--- src/rtl/lpm_pkg.sv ---
package lpm_pkg;

    localparam int CFG_W  = 16;
    localparam int QUAL_W = 6;
    localparam int MODE_W = 2;

    typedef enum logic [2:0] {
        ST_RUN  = 3'd0,
        ST_IDLE = 3'd1,
        ST_STBY = 3'd2,
        ST_HOFF = 3'd4,
        ST_HOSC = 3'd5,
        ST_HPLL = 3'd6
    } lpm_state_e;

    localparam logic [MODE_W-1:0] MODE_IDLE = 2'b00;
    localparam logic [MODE_W-1:0] MODE_STBY = 2'b01;

    typedef struct packed {
        logic              wd_wake_en;
        logic [QUAL_W-1:0] qual_len;
        logic [MODE_W-1:0] mode;
    } lpm_cfg_t;

endpackage

--- src/rtl/lpm_cfg_reg.sv ---
module lpm_cfg_reg
    import lpm_pkg::*;
(
    input  logic             clk,
    input  logic             rst_n,
    input  logic             we_i,
    input  logic [CFG_W-1:0] wdata_i,
    output logic [CFG_W-1:0] rdata_o,
    output lpm_cfg_t         cfg_o
);
    localparam int RESV_W = CFG_W - 1 - QUAL_W - MODE_W;

    lpm_cfg_t cfg_d, cfg_q;
    logic     unused_resv;

    assign unused_resv = ^wdata_i[CFG_W-2 -: RESV_W];

    always_comb begin
        cfg_d = cfg_q;
        if (we_i) begin
            cfg_d.wd_wake_en = wdata_i[CFG_W-1];
            cfg_d.qual_len   = wdata_i[MODE_W +: QUAL_W];
            cfg_d.mode       = wdata_i[MODE_W-1:0];
        end
    end

    always_ff @(posedge clk or negedge rst_n) begin
        if (!rst_n) cfg_q <= '0;
        else        cfg_q <= cfg_d;
    end

    assign cfg_o   = cfg_q;
    assign rdata_o = {cfg_q.wd_wake_en, {RESV_W{1'b0}}, cfg_q.qual_len, cfg_q.mode};

    p_hold_r3: assert property (@(posedge clk) disable iff (!rst_n)
        !we_i |=> $stable(rdata_o))
        else $error("control word changed without a write");

endmodule

--- src/rtl/lpm_wake_qual.sv ---
module lpm_wake_qual #(
    parameter int NPIN   = 4,
    parameter int QUAL_W = 6
) (
    input  logic              clk,
    input  logic              rst_n,
    input  logic              active_i,
    input  logic [NPIN-1:0]   pin_n_i,
    input  logic [NPIN-1:0]   sel_i,
    input  logic [QUAL_W-1:0] qual_len_i,
    output logic              qual_hit_o,
    output logic              raw_low_o
);
    localparam int CW = QUAL_W + 1;

    typedef struct packed {
        logic          s1;
        logic          s2;
        logic [CW-1:0] cnt;
    } pin_st_t;

    logic [CW-1:0]   limit;
    logic [NPIN-1:0] hit_vec;
    logic [NPIN-1:0] low_vec;

    assign limit = CW'(qual_len_i) + CW'(2);

    for (genvar g = 0; g < NPIN; g++) begin : g_pin
        pin_st_t p_d, p_q;

        always_comb begin
            p_d    = p_q;
            p_d.s1 = pin_n_i[g];
            p_d.s2 = p_q.s1;
            if (!active_i || !sel_i[g] || p_q.s2)
                p_d.cnt = '0;
            else if (p_q.cnt < limit)
                p_d.cnt = p_q.cnt + CW'(1);
        end

        always_ff @(posedge clk or negedge rst_n) begin
            if (!rst_n) p_q <= '{s1: 1'b1, s2: 1'b1, cnt: '0};
            else        p_q <= p_d;
        end

        assign hit_vec[g] = active_i && sel_i[g] && (p_q.cnt >= limit);
        assign low_vec[g] = sel_i[g] && !p_q.s2;
    end

    assign qual_hit_o = |hit_vec;
    assign raw_low_o  = |low_vec;

    p_inactive_clear_r6: assert property (@(posedge clk) disable iff (!rst_n)
        !active_i |=> !qual_hit_o)
        else $error("qualification carried over from outside standby");

endmodule

--- src/rtl/lpm_fsm.sv ---
module lpm_fsm
    import lpm_pkg::*;
(
    input  logic       clk,
    input  logic       rst_n,
    input  lpm_cfg_t   cfg_i,
    input  logic       idle_strobe_i,
    input  logic       irq_any_i,
    input  logic       wd_irq_i,
    input  logic       wd_irq_en_i,
    input  logic       limp_i,
    input  logic       err_clr_i,
    input  logic       stby_hit_i,
    input  logic       halt_low_i,
    input  logic       osc_stable_i,
    input  logic       pll_locked_i,
    output lpm_state_e state_o,
    output logic       cpu_clk_en_o,
    output logic       wake_irq_o,
    output logic       osc_req_o,
    output logic       pll_req_o,
    output logic       halt_err_o
);
    typedef struct packed {
        lpm_state_e st;
        logic       wake;
        logic       err;
    } fsm_t;

    fsm_t s_d, s_q;
    logic wd_ok;

    assign wd_ok = wd_irq_i && cfg_i.wd_wake_en && wd_irq_en_i;

    always_comb begin
        s_d      = s_q;
        s_d.wake = 1'b0;
        if (err_clr_i) s_d.err = 1'b0;
        unique case (s_q.st)
            ST_RUN: begin
                if (idle_strobe_i) begin
                    if (cfg_i.mode == MODE_IDLE) begin
                        s_d.st = ST_IDLE;
                    end else if (cfg_i.mode == MODE_STBY) begin
                        s_d.st = ST_STBY;
                    end else if (limp_i) begin
                        s_d.st  = ST_IDLE;
                        s_d.err = 1'b1;
                    end else begin
                        s_d.st = ST_HOFF;
                    end
                end
            end
            ST_IDLE: begin
                if (irq_any_i) begin
                    s_d.st   = ST_RUN;
                    s_d.wake = 1'b1;
                end
            end
            ST_STBY: begin
                if (stby_hit_i || wd_ok) begin
                    s_d.st   = ST_RUN;
                    s_d.wake = 1'b1;
                end
            end
            ST_HOFF: begin
                if (halt_low_i) s_d.st = ST_HOSC;
            end
            ST_HOSC: begin
                if (!halt_low_i)       s_d.st = ST_HOFF;
                else if (osc_stable_i) s_d.st = ST_HPLL;
            end
            ST_HPLL: begin
                if (pll_locked_i) begin
                    s_d.st   = ST_RUN;
                    s_d.wake = 1'b1;
                end
            end
            default: s_d.st = ST_RUN;
        endcase
    end

    always_ff @(posedge clk or negedge rst_n) begin
        if (!rst_n) s_q <= '{st: ST_RUN, wake: 1'b0, err: 1'b0};
        else        s_q <= s_d;
    end

    assign state_o      = s_q.st;
    assign cpu_clk_en_o = (s_q.st == ST_RUN);
    assign wake_irq_o   = s_q.wake;
    assign halt_err_o   = s_q.err;
    assign osc_req_o    = (s_q.st != ST_HOFF);
    assign pll_req_o    = (s_q.st != ST_HOFF) && (s_q.st != ST_HOSC);

    p_idle_exit_r4: assert property (@(posedge clk) disable iff (!rst_n)
        (s_q.st == ST_IDLE && irq_any_i) |=> (cpu_clk_en_o && wake_irq_o))
        else $error("idle exit late");

    p_wd_gate_r7: assert property (@(posedge clk) disable iff (!rst_n)
        (s_q.st == ST_STBY && !stby_hit_i && !wd_ok) |=> (s_q.st == ST_STBY))
        else $error("standby left without a wake cause");

    p_pll_after_osc_r8: assert property (@(posedge clk) disable iff (!rst_n)
        $rose(pll_req_o) |-> $past(osc_stable_i))
        else $error("PLL requested before oscillator stable");

    p_limp_fallback_r10: assert property (@(posedge clk) disable iff (!rst_n)
        (s_q.st == ST_RUN && idle_strobe_i && cfg_i.mode[1] && limp_i)
            |=> (s_q.st == ST_IDLE && halt_err_o))
        else $error("HALT entered in limp mode");

    p_one_pulse_r11: assert property (@(posedge clk) disable iff (!rst_n)
        wake_irq_o |=> !wake_irq_o)
        else $error("wake interrupt longer than one cycle");

endmodule

--- src/rtl/lpm_seq_ctrl.sv ---
module lpm_seq_ctrl
    import lpm_pkg::*;
#(
    parameter int NPIN = 4
) (
    input  logic            clk,
    input  logic            rst_n,
    input  logic            cfg_we,
    input  logic [15:0]     cfg_wdata,
    output logic [15:0]     cfg_rdata,
    input  logic            idle_strobe,
    input  logic            irq_any,
    input  logic            wd_irq,
    input  logic            wd_irq_en,
    input  logic            limp_status,
    input  logic            err_clr,
    input  logic [NPIN-1:0] gpio_wake_n,
    input  logic [NPIN-1:0] gpio_sel,
    input  logic            osc_stable,
    input  logic            pll_locked,
    output logic            osc_pwr_req,
    output logic            pll_lock_req,
    output logic            cpu_clk_en,
    output logic            wake_irq,
    output logic            halt_err,
    output logic [2:0]      lpm_state
);
    lpm_cfg_t   cfg;
    lpm_state_e st;
    logic       stby_hit, halt_low;

    lpm_cfg_reg u_cfg (
        .clk     (clk),
        .rst_n   (rst_n),
        .we_i    (cfg_we),
        .wdata_i (cfg_wdata),
        .rdata_o (cfg_rdata),
        .cfg_o   (cfg)
    );

    lpm_wake_qual #(.NPIN(NPIN), .QUAL_W(QUAL_W)) u_qual (
        .clk        (clk),
        .rst_n      (rst_n),
        .active_i   (st == ST_STBY),
        .pin_n_i    (gpio_wake_n),
        .sel_i      (gpio_sel),
        .qual_len_i (cfg.qual_len),
        .qual_hit_o (stby_hit),
        .raw_low_o  (halt_low)
    );

    lpm_fsm u_fsm (
        .clk           (clk),
        .rst_n         (rst_n),
        .cfg_i         (cfg),
        .idle_strobe_i (idle_strobe),
        .irq_any_i     (irq_any),
        .wd_irq_i      (wd_irq),
        .wd_irq_en_i   (wd_irq_en),
        .limp_i        (limp_status),
        .err_clr_i     (err_clr),
        .stby_hit_i    (stby_hit),
        .halt_low_i    (halt_low),
        .osc_stable_i  (osc_stable),
        .pll_locked_i  (pll_locked),
        .state_o       (st),
        .cpu_clk_en_o  (cpu_clk_en),
        .wake_irq_o    (wake_irq),
        .osc_req_o     (osc_pwr_req),
        .pll_req_o     (pll_lock_req),
        .halt_err_o    (halt_err)
    );

    assign lpm_state = st;

endmodule

--- config.mk ---
export PLATFORM = sky130hd
export DESIGN_NAME = lpm_seq_ctrl
export DESIGN_NICKNAME = d
export VERILOG_FILES = /design/src/rtl/lpm_pkg.sv /design/src/rtl/lpm_cfg_reg.sv /design/src/rtl/lpm_wake_qual.sv /design/src/rtl/lpm_fsm.sv /design/src/rtl/lpm_seq_ctrl.sv
export SDC_FILE = /design/constraint.sdc
export NUM_CORES = 1
export LEC_CHECK = 0
export ABC_AREA = 1
export BUFFER_PORTS_ARGS = -buffer_cell sky130_fd_sc_hd__buf_4
export CAP_MARGIN = 20
export CORE_ASPECT_RATIO = 1.4
export CORE_MARGIN = 2
export CORE_UTILIZATION = 55
export CTS_BUF_LIST = sky130_fd_sc_hd__clkbuf_4
export CTS_CLUSTER_SIZE = 8
export DETAILED_ROUTE_END_ITERATION = 16
export PLACE_DENSITY = 0.8
export SETUP_SLACK_MARGIN = 0.4
export SYNTH_ARGS = -nofsm -noshare
export SYNTH_HDL_FRONTEND = slang
export SYNTH_SLANG_ARGS = --single-unit
--- constraint.sdc ---
create_clock -name clk -period 2.5 [get_ports clk]
set_input_delay 0.5 -clock clk [delete_from_list [all_inputs] [get_ports clk]]
set_output_delay 0.5 -clock clk [all_outputs]
set_load 0.02 [all_outputs]
; ---- Word-level counts from Yosys, hierarchy flattened
; Index checks and enable logic that the tools add are counted.
[op_classes]
order_cmp = 8
addsub = 5
mux = 26
eq_ne = 14
reduce_logical = 42
[ops]
columns = op, count
row1 = 7-bit two-way mux, 8
row2 = "7-bit by 1-bit adder with 7-bit output, second input constant", 4
row3 = 7-bit greater-or-equal comparator, 4
row4 = 7-bit less-than comparator, 4
row5 = 3-bit two-way mux, 7
row6 = 3-bit case mux with 6 select lines, 1
row7 = 1-bit logical AND, 15
row8 = 4-bit two-way mux, 3
row9 = "3-bit == test, second input constant", 3
row10 = 1-bit zero test, 9
row11 = 1-bit logical OR, 9
row12 = "3-bit inequality test, second input constant", 3
row13 = 2-bit nonzero test, 4
row14 = 4-bit OR reduction, 2
row15 = "6-bit by 2-bit adder with 7-bit output, second input constant", 1
row16 = 1-bit two-way mux, 6
row17 = "2-bit inequality test, second input constant", 3
row18 = 6-bit AND reduction, 1
row19 = "2-bit by 1-bit inequality test with 1-bit output, second input constant", 2
row20 = "3-bit by 1-bit == test with 1-bit output, second input constant", 1
row21 = "3-bit by 2-bit == test with 1-bit output, second input constant", 1
row22 = 3-bit zero test, 1
row23 = 1-bit case mux with 3 select lines, 1
row24 = "2-bit by 1-bit == test with 1-bit output, second input constant", 1
row25 = 2-bit zero test, 1
[totals]
output_inout_bits = 24
register_bits = 50
input_bits = 35

; ---- Longest topological paths before layout
; Gate-level depths: netlist of the first run.
[logic_depth]
ltp_word = 7
ltp_mapped = 18

; ---- Hierarchy
; Synthesis of the first run repeated with hierarchy kept, for this count alone.
[unflattened]
cells_unflattened = 472
hier_area_um2 = 3577.2
[modules_own_cells]
columns = module, seq_area_each_um2, instances, area_each_um2, cells_per_inst
row1 = lpm_wake_qual, 910.9, 1, 2700.1, 353
row2 = lpm_cfg_reg, 225.2, 1, 465.4, 55
row3 = lpm_fsm, 125.1, 1, 397.9, 61
row4 = lpm_seq_ctrl, 0.0, 1, 13.8, 3

; ---- Worst setup path after synthesis of the first run
; Ideal clock, no wire load.
[synth_path]
kind = reg-to-reg
from = register u_cfg.cfg_q (netlist bit u_cfg.cfg_o[3])
to = register u_qual.g_pin[3].p_q[6] (netlist bit)
path_buffers = 0
setup_ns = 0.119
path_stages_with_launch = 16
t_arrival_ns = 2.197
period_less_slack_ns = 2.316
slack_ns = 0.184
cell_sequence = dfrtp_1 -> ha_1 -> xnor2_1 -> ha_1 -> nand2_1 -> nand2_1 -> nand2_1 -> nand2_1 -> nand2_2 -> nand2_2 -> inv_2 -> nand3_2 -> nor2_4 -> nand4_1 -> nand2_1 -> nor2_1
[synth_via]
elab_chain_cells = 3
[synth_rtl]
columns = element, line_no
row1 = "start, declared", lpm_cfg_reg.sv:13  ; lpm_cfg_t cfg_d, cfg_q;
row2 = "start signal, assigned", lpm_cfg_reg.sv:29  ; else cfg_q <= cfg_d;
row3 = 6-bit by 2-bit adder with 7-bit output, lpm_wake_qual.sv:26  ; assign limit = CW'(qual_len_i) + CW'(2);
row4 = 7-bit less-than comparator, lpm_wake_qual.sv:37  ; else if (p_q.cnt < limit)
row5 = 2-bit nonzero test (no line), -
row6 = "end signal, assigned", lpm_wake_qual.sv:42  ; if (!rst_n) p_q <= '{s1: 1'b1, s2: 1'b1, cnt: '0};
row7 = "end signal, assigned", lpm_wake_qual.sv:43  ; else p_q <= p_d;
row8 = "end, declared", lpm_wake_qual.sv:29  ; pin_st_t p_d, p_q;
; No other way between the ends.
; A chain may end at the register's enable or synchronous reset.

; ---- Final worst setup path of the first run
[layout_path]
from = register u_fsm.s_q (netlist bit u_fsm.state_o[0])
to = register u_qual.g_pin[1].p_q[6] (netlist bit)
[layout_via]
elab_chain_cells = 5
[layout_rtl]
columns = element, line_no
row1 = "start, declared", lpm_fsm.sv:30  ; fsm_t s_d, s_q;
row2 = "start signal, assigned", lpm_fsm.sv:84  ; if (!rst_n) s_q <= '{st: ST_RUN, wake: 1'b0, err: 1'b0};
row3 = 3-bit by 2-bit == test with 1-bit output *, lpm_seq_ctrl.sv:44  ; .active_i (st == ST_STBY),
row4 = 1-bit zero test *, lpm_wake_qual.sv:35  ; if (!active_i || !sel_i[g] || p_q.s2)
row5 = 1-bit logical OR * (2 in series), lpm_wake_qual.sv:35
row6 = 7-bit two-way mux / 2-bit nonzero test (equally long branches), -
row7 = "end signal, assigned", lpm_wake_qual.sv:42
row8 = "end signal, assigned", lpm_wake_qual.sv:43
row9 = "end, declared", lpm_wake_qual.sv:29
; Mark *: on every way between the ends. The rest lies on a longest branch, timed or not.

==> results of run 1 <==
==> layout make-up <==
| class | count | area [µm²] |
|---|---|---|
| inverters | 66 | 263 |
| clock inverters | 3 | 28.8 |
| multi-input cells | 303 | 2100 |
| fillers | 436 | 1530 |
| flip-flops and latches | 50 | 1270 |
| repair buffers | 65 | 512 |
| well taps | 70 | 87.6 |
| clock buffers | 5 | 37.5 |
==> synthesized netlist by cell type (5+ instances only) <==
library cell  instances
a21oi_1              17
o21ai_0              26
nor3_1                7
dfrtp_1              42
mux2_2                6
nand2_2               9
nor3_2                5
buf_4                 7
dfstp_2               8
nor2_1               31
ha_1                 25
nand3_1              27
inv_1                64
nand4_1               8
nand3_2               7
nand2_1              90
==> registers in the layout, summed over array words and instances, names as in the netlist <==
signal and flops:
u_fsm.wake_irq_o 1, u_qual.g_pin.p_d 4, u_fsm.halt_err_o 1, u_qual.g_pin.p_q 32, u_cfg.cfg_o 9, u_fsm.state_o 3
==> power groups by stage <==
stage,clock [mW],sequential [mW],combinational [mW]
after floorplan,0,0.978,0.409
after global placement,0,0.952,0.653
after detailed placement,0,0.955,0.668
after CTS,0.442,0.934,0.723
after global routing,0.481,0.946,0.874
final,0.439,0.938,0.798
==> worst max path at each step <==
stage,startpoint,to,depth (start not counted)
after floorplan,u_cfg.cfg_o[3],u_qual.g_pin[3].p_q[6],17
final,u_fsm.state_o[0],u_qual.g_pin[1].p_q[6],7
after CTS,u_cfg.cfg_o[3],u_fsm.state_o[2],15
after global routing,u_fsm.state_o[1],u_qual.g_pin[1].p_q[6],8
after global placement,u_cfg.cfg_o[4],u_qual.g_pin[3].p_q[6],17
after detailed placement,u_cfg.cfg_o[4],u_fsm.state_o[2],15
==> cell families (layout without fill, tap and decap cells) <==
group                      count (synthesis)  after routing  synth area share, %
adders and majority gates                 25             25                 9.46
muxes                                      6              6                 2.04
AOI/OAI and AO/OA                         54             54                 8.67
xor gates and xnor gates                   4              4                 1.06
and+or+nand+nor                          207            207                 30.8
DFF                                       50             50                 38.2
other                                      1              7                0.113
buffers and inverters                     76            139                 9.69
==> per-stage QoR <==
step | cell area, µm² | setup WS (ns) | cells | hold WS (ns) | power (mW)
6_report | 4300 | 0.210 | 562 | 0.0703 | 2.17
2_1_floorplan | 3370 | 0.364 | 429 | 0.204 | 1.39
5_1_grt | 4300 | 0.0904 | 562 | 0.111 | 2.30
3_5_place_dp | 3730 | 0.210 | 535 | 0.348 | 1.62
3_3_place_gp | 3730 | 0.247 | 535 | 0.347 | 1.61
4_1_cts | 4000 | 0.329 | 554 | 0.111 | 2.10
==> routing by layer <==
layer | vias to the layer above | global-route usage, %
met4 | 0 | 10.6
met1 | 1506 | 25.6
met5 | - | 0
met2 | 94 | 46.3
met3 | 20 | 3.77
li1 | 1509 | -
==> repair_timing <==
item / CTS / global route
hold endpoints to repair: 0 / 0
buffers inserted: 11 / 8
endpoints found under the setup margin: 18 / 31
pin swaps: 15 / 26
resized for setup: 24 / 61
==> worst max-delay path: stages (launching register included) <==
cell     delay, ns
dfrtp_1       0.51
nor3_2        0.39
inv_1         0.21
nor2_1        0.54
inv_1         0.22
nor2_1        0.17
nand2_1       0.06
o21ai_1       0.12
==> out/results.ini, run 1 <==
[status]
status=finished clean

[cts]
clock-sinks=50
clkTransAtPathRegs_ns=0.18
clockBufferDepth=2
htreeDepth=2
hold_buffers=0
root_buffer=clkbuf_4
clock_latency_ns=0.41
cts_tree=done
cts-buffers-inserted=5

[critical_path]
worstRegToRegCells=7
crit_type=reg -> reg
critPathArrivalTime_ns=2.63
endpoint_kind=flop
cp-start-kind=flop
rr_startpoint=u_fsm.state_o[0]
worst-r2r-setup-slack_ns=0.21
worstPathRequired_ns=2.84
cp_max_fo=7
r2r-end=u_qual.g_pin[1].p_q[6]

[power]
combPwrFrac_pct=36.7
power.switching_mw=0.860
p_int_mw=1.31
pwr-share-seq_pct=43.1
p_per_area_nw_per_um2=506
pwr-share-clk_pct=20.2
swShare_pct=39.6
ir_worst_vdd_mv=0.475
leakage_nw=2.04

[routing]
routed_wl_um=8190
ant_nets=0
initialDrtViolationCount=190
post-route-drc-count=0
dr.pass1.iters=6
wl_met1_um=3140
wl_per_cell_um=14.6
highest_layer=met4
vias=3129
wl_met2_um=4490
wl_met3_um=374
routed_via_density=5.57

[global_route]
antenna_found_initial=0
grt_pass1_vias=3025
grt_overflow=0
grtUsageTotal_pct=23.9
grt_pass1_wl_um=12700
grt_max_degree=51

[synthesis]
yosysTopAreaCell=dfrtp_1
async_reset_ff_share_pct=100
ys_types=38
synth_edf_count=0
syn_avg_cell_area_um2=7.81
postSynthCellCount=423
synth-main-ff-cell=dfrtp_1
yosysTopAreaCellShare_pct=31.8
yosys_warnings=0
ys_seq_area_share_pct=38.2
ys_top_cells_by_area=dfrtp_1, nand2_1, ha_1
synth-seq-cells=50
syn-cell-area_um2=3310

[cells_and_area]
area_growth_pct=29.9
drive_gt1_share_pct=35.6
n_antenna_cell=0
final_common_cell=nand2_1
nNetsFinal=551
layout_common_cells=nand2_1, buf_4, inv_1
post-route-util_pct=73.8

[placed_design]
gp_congestion=0.849
port_buffers=44
dp_hpwl_um=5480

[sta]
final_max_slew_viol_count=0
rsz0062_at_grt=true
setup_violations=0
fmax_ghz=0.437
worst_slew_pin_slew_ns=0.638
period_share_pct=91.6
hold_viol_final=0
layout_min_cycle_time_ns=2.29
slew_headroom_pct=57.3
worst_clock_skew_ns=0.0169
timing.setup.tns_ns=0

[job]
cap_violations=0

[floorplan]
rows=33
start_util_pct=56.8
ios=59
fp.coreArea_um2=5820
die_w_um=69.5
dieArea_um2=6660
die_y_um=95.7

[worst_hold_path]
hold_path_class=in -> async

(Power assumes the default switching activity.)
==> run 2, diff against run 1 <==
- ABC_AREA: 1 -> default
==> out/results.ini, run 2 <==
[status]
status=complete, but fails checks
violations=negative setup slack

[synthesis]
yosysTopAreaCellShare_pct=32.0
postSynthCellCount=331
synthTopCellsByCount=dfrtp_1, nor2_1, ha_1
yosysTopAreaCell=dfrtp_1
synth_edf_count=0
synth-seq-cells=50
syn_avg_cell_area_um2=9.94
async_reset_ff_share_pct=100
ys_top_cells_by_area=dfrtp_1, ha_1, dfstp_2
synth-main-ff-cell=dfrtp_1
ys_types=61
ys_seq_area_share_pct=38.3
yosys_warnings=0
syn-cell-area_um2=3290
synth.most_common_cell=dfrtp_1

[cells_and_area]
drive_gt1_share_pct=41.4
nFillCells=365
layout_common_cells=buf_4, dfrtp_1, nor2_1
final_common_cell=buf_4
regMostFlops=u_qual.g_pin.p_q
area_growth_pct=32.2
n_antenna_cell=0
largest_register_ff_count=32
nNetsFinal=462

[power]
p_per_area_nw_per_um2=516
p_total_mw=2.24
leakage_nw=1.82
ir_worst_vdd_mv=0.255

[cts]
cts_tree=done
clock-sinks=50
clkTransAtPathRegs_ns=0.14
clock_latency_ns=0.37
cts-buffers-inserted=5
clockBufferDepth=2
root_buffer=clkbuf_4
htreeDepth=2

[sta]
setup_slack_ns=-0.128
final_max_slew_viol_count=0
worst_clock_skew_ns=0.0154
hold_viol_final=0
fmax_ghz=0.380
rsz0062_at_grt=true
period_share_pct=105
layout_min_cycle_time_ns=2.63
worst_slew_pin_slew_ns=0.775
slew_headroom_pct=48.2
setup_violations=3

[global_route]
grt_pass1_wl_um=13000
grt_max_degree=51
grt_overflow=0
antenna_found_initial=0
grtUsageTotal_pct=24.7
grt_pass1_vias=2830

[floorplan]
dieArea_um2=6620
rows=33
die_y_um=95.5
fp.coreArea_um2=5820
start_util_pct=56.5
ios=59
die_w_um=69.4

[critical_path]
worstPathRequired_ns=2.78
endpoint_kind=flop
cp-start-kind=flop
crit_type=reg -> reg
cp_max_fo=3
critPathArrivalTime_ns=2.90

[placed_design]
dp_hpwl_um=5570
port_buffers=44
gp_congestion=0.825
dp_slack_ns=-0.181

[routing]
wl_per_cell_um=17.0
initialDrtViolationCount=107
post-route-drc-count=0
routed_wl_um=8030
ant_nets=0
dr.pass1.iters=4
vias=2775
routed_via_density=5.87

[worst_hold_path]
hold_path_class=in -> async

[job]
cap_violations=0

run 2: cell count changes after synthesis, moves of 7 or more:
cell | before | now
nand2b_1 | 0 | 9
nand3_1 | 27 | 17
nand2_2 | 9 | 0
nand2_1 | 90 | 11
nand3_2 | 7 | 0
inv_1 | 64 | 18
o21ai_0 | 26 | 14
clkbuf_1 | 0 | 10
xnor2_1 | 2 | 17
or3_1 | 0 | 7
run 2: cells by family (layout without fill, tap and decap cells):
group,count (synthesis),after routing,share of synthesized area [%]
simple gates,117,117,19.4
compound gates,59,59,12.2
flops,50,50,38.3
buf+inv,38,104,5.63
fa+ha+maj,28,28,10.5
xor+xnor,24,24,9.21
mux,14,14,4.64
other cells,1,7,0.114
run 2: report_power, final:
group	leakage (nW)	total, mW	switching (mW)	internal (mW)
Clock	0.0450	0.468	0.261	0.208
Sequential	0.643	0.941	0.0726	0.868
Combinational	1.13	0.834	0.428	0.406
run 2: what timing repair did:
action                     in CTS  in global routing
setup buffers                   8                  0
setup endpoints to repair      31                 31
resized for setup              45                 12
gates cloned                    1                  0
pin swaps                      27                 11
hold buffers                    0                  0
run 2: worst paths after layout:
check	from	endpoint	slack, ns	depth (start not counted)
min in group clk	gpio_wake_n[2]	u_qual.g_pin[2].p_d[7]	0.22	1
worst max-delay path	u_cfg.cfg_o[3]	u_fsm.wake_irq_o	-0.13	9
worst max register to register	u_cfg.cfg_o[3]	u_fsm.wake_irq_o	-0.13	9
max in group asynchronous	rst_n	u_cfg.cfg_o[3]	1.91	1
worst min register to register	u_qual.g_pin[0].p_d[7]	u_qual.g_pin[0].p_q[7]	0.37	0
worst min-delay path	rst_n	u_fsm.halt_err_o	0.11	1
run 2: stage by stage:
step           utilization, %  area, µm²  setup TNS (ns)  cells  hold WS [ns]
6_report                 74.7       4350          -0.196    473         0.110
5_1_grt                  74.7       4350           -1.58    473         0.163
4_1_cts                  73.5       4280          -0.146    473         0.150
3_5_place_dp             66.9       3890          -0.655    456         0.347
3_3_place_gp             66.9       3890          -0.226    456         0.346
2_1_floorplan               -       3410          -0.148    337         0.204
run 2: worst max-delay path, cell delays in order, from the launching register on:
cell and delay [ns]:
dfrtp_2 0.44, buf_6 0.11, and3_4 0.19, nand3_4 0.11, ha_4 0.24, and2_4 0.17, a221oi_4 0.29, and4b_1 0.24
or4b_4 0.49, a211o_1 0.26
run 2: final cells by class:
cell class	count	area, µm²	area share, %
Multi-Input combinational cell	249	2230	51.3
Timing Repair Buffer	78	621	14.3
Inverter	18	67.6	1.55
Tap cell	70	87.6	2.01
Clock inverter	3	40.0	0.921
Clock buffer	5	37.5	0.863
Sequential cell	50	1260	29.1
run 2: layer usage:
layer | global-route usage, % | vias up | part of all wire [%]
met5 | 0 | - | 0
met4 | 10.6 | 0 | 3.6
met3 | 3.07 | 22 | 3.7
met2 | 47.0 | 74 | 55
met1 | 27.7 | 1368 | 38
li1 | - | 1311 | -
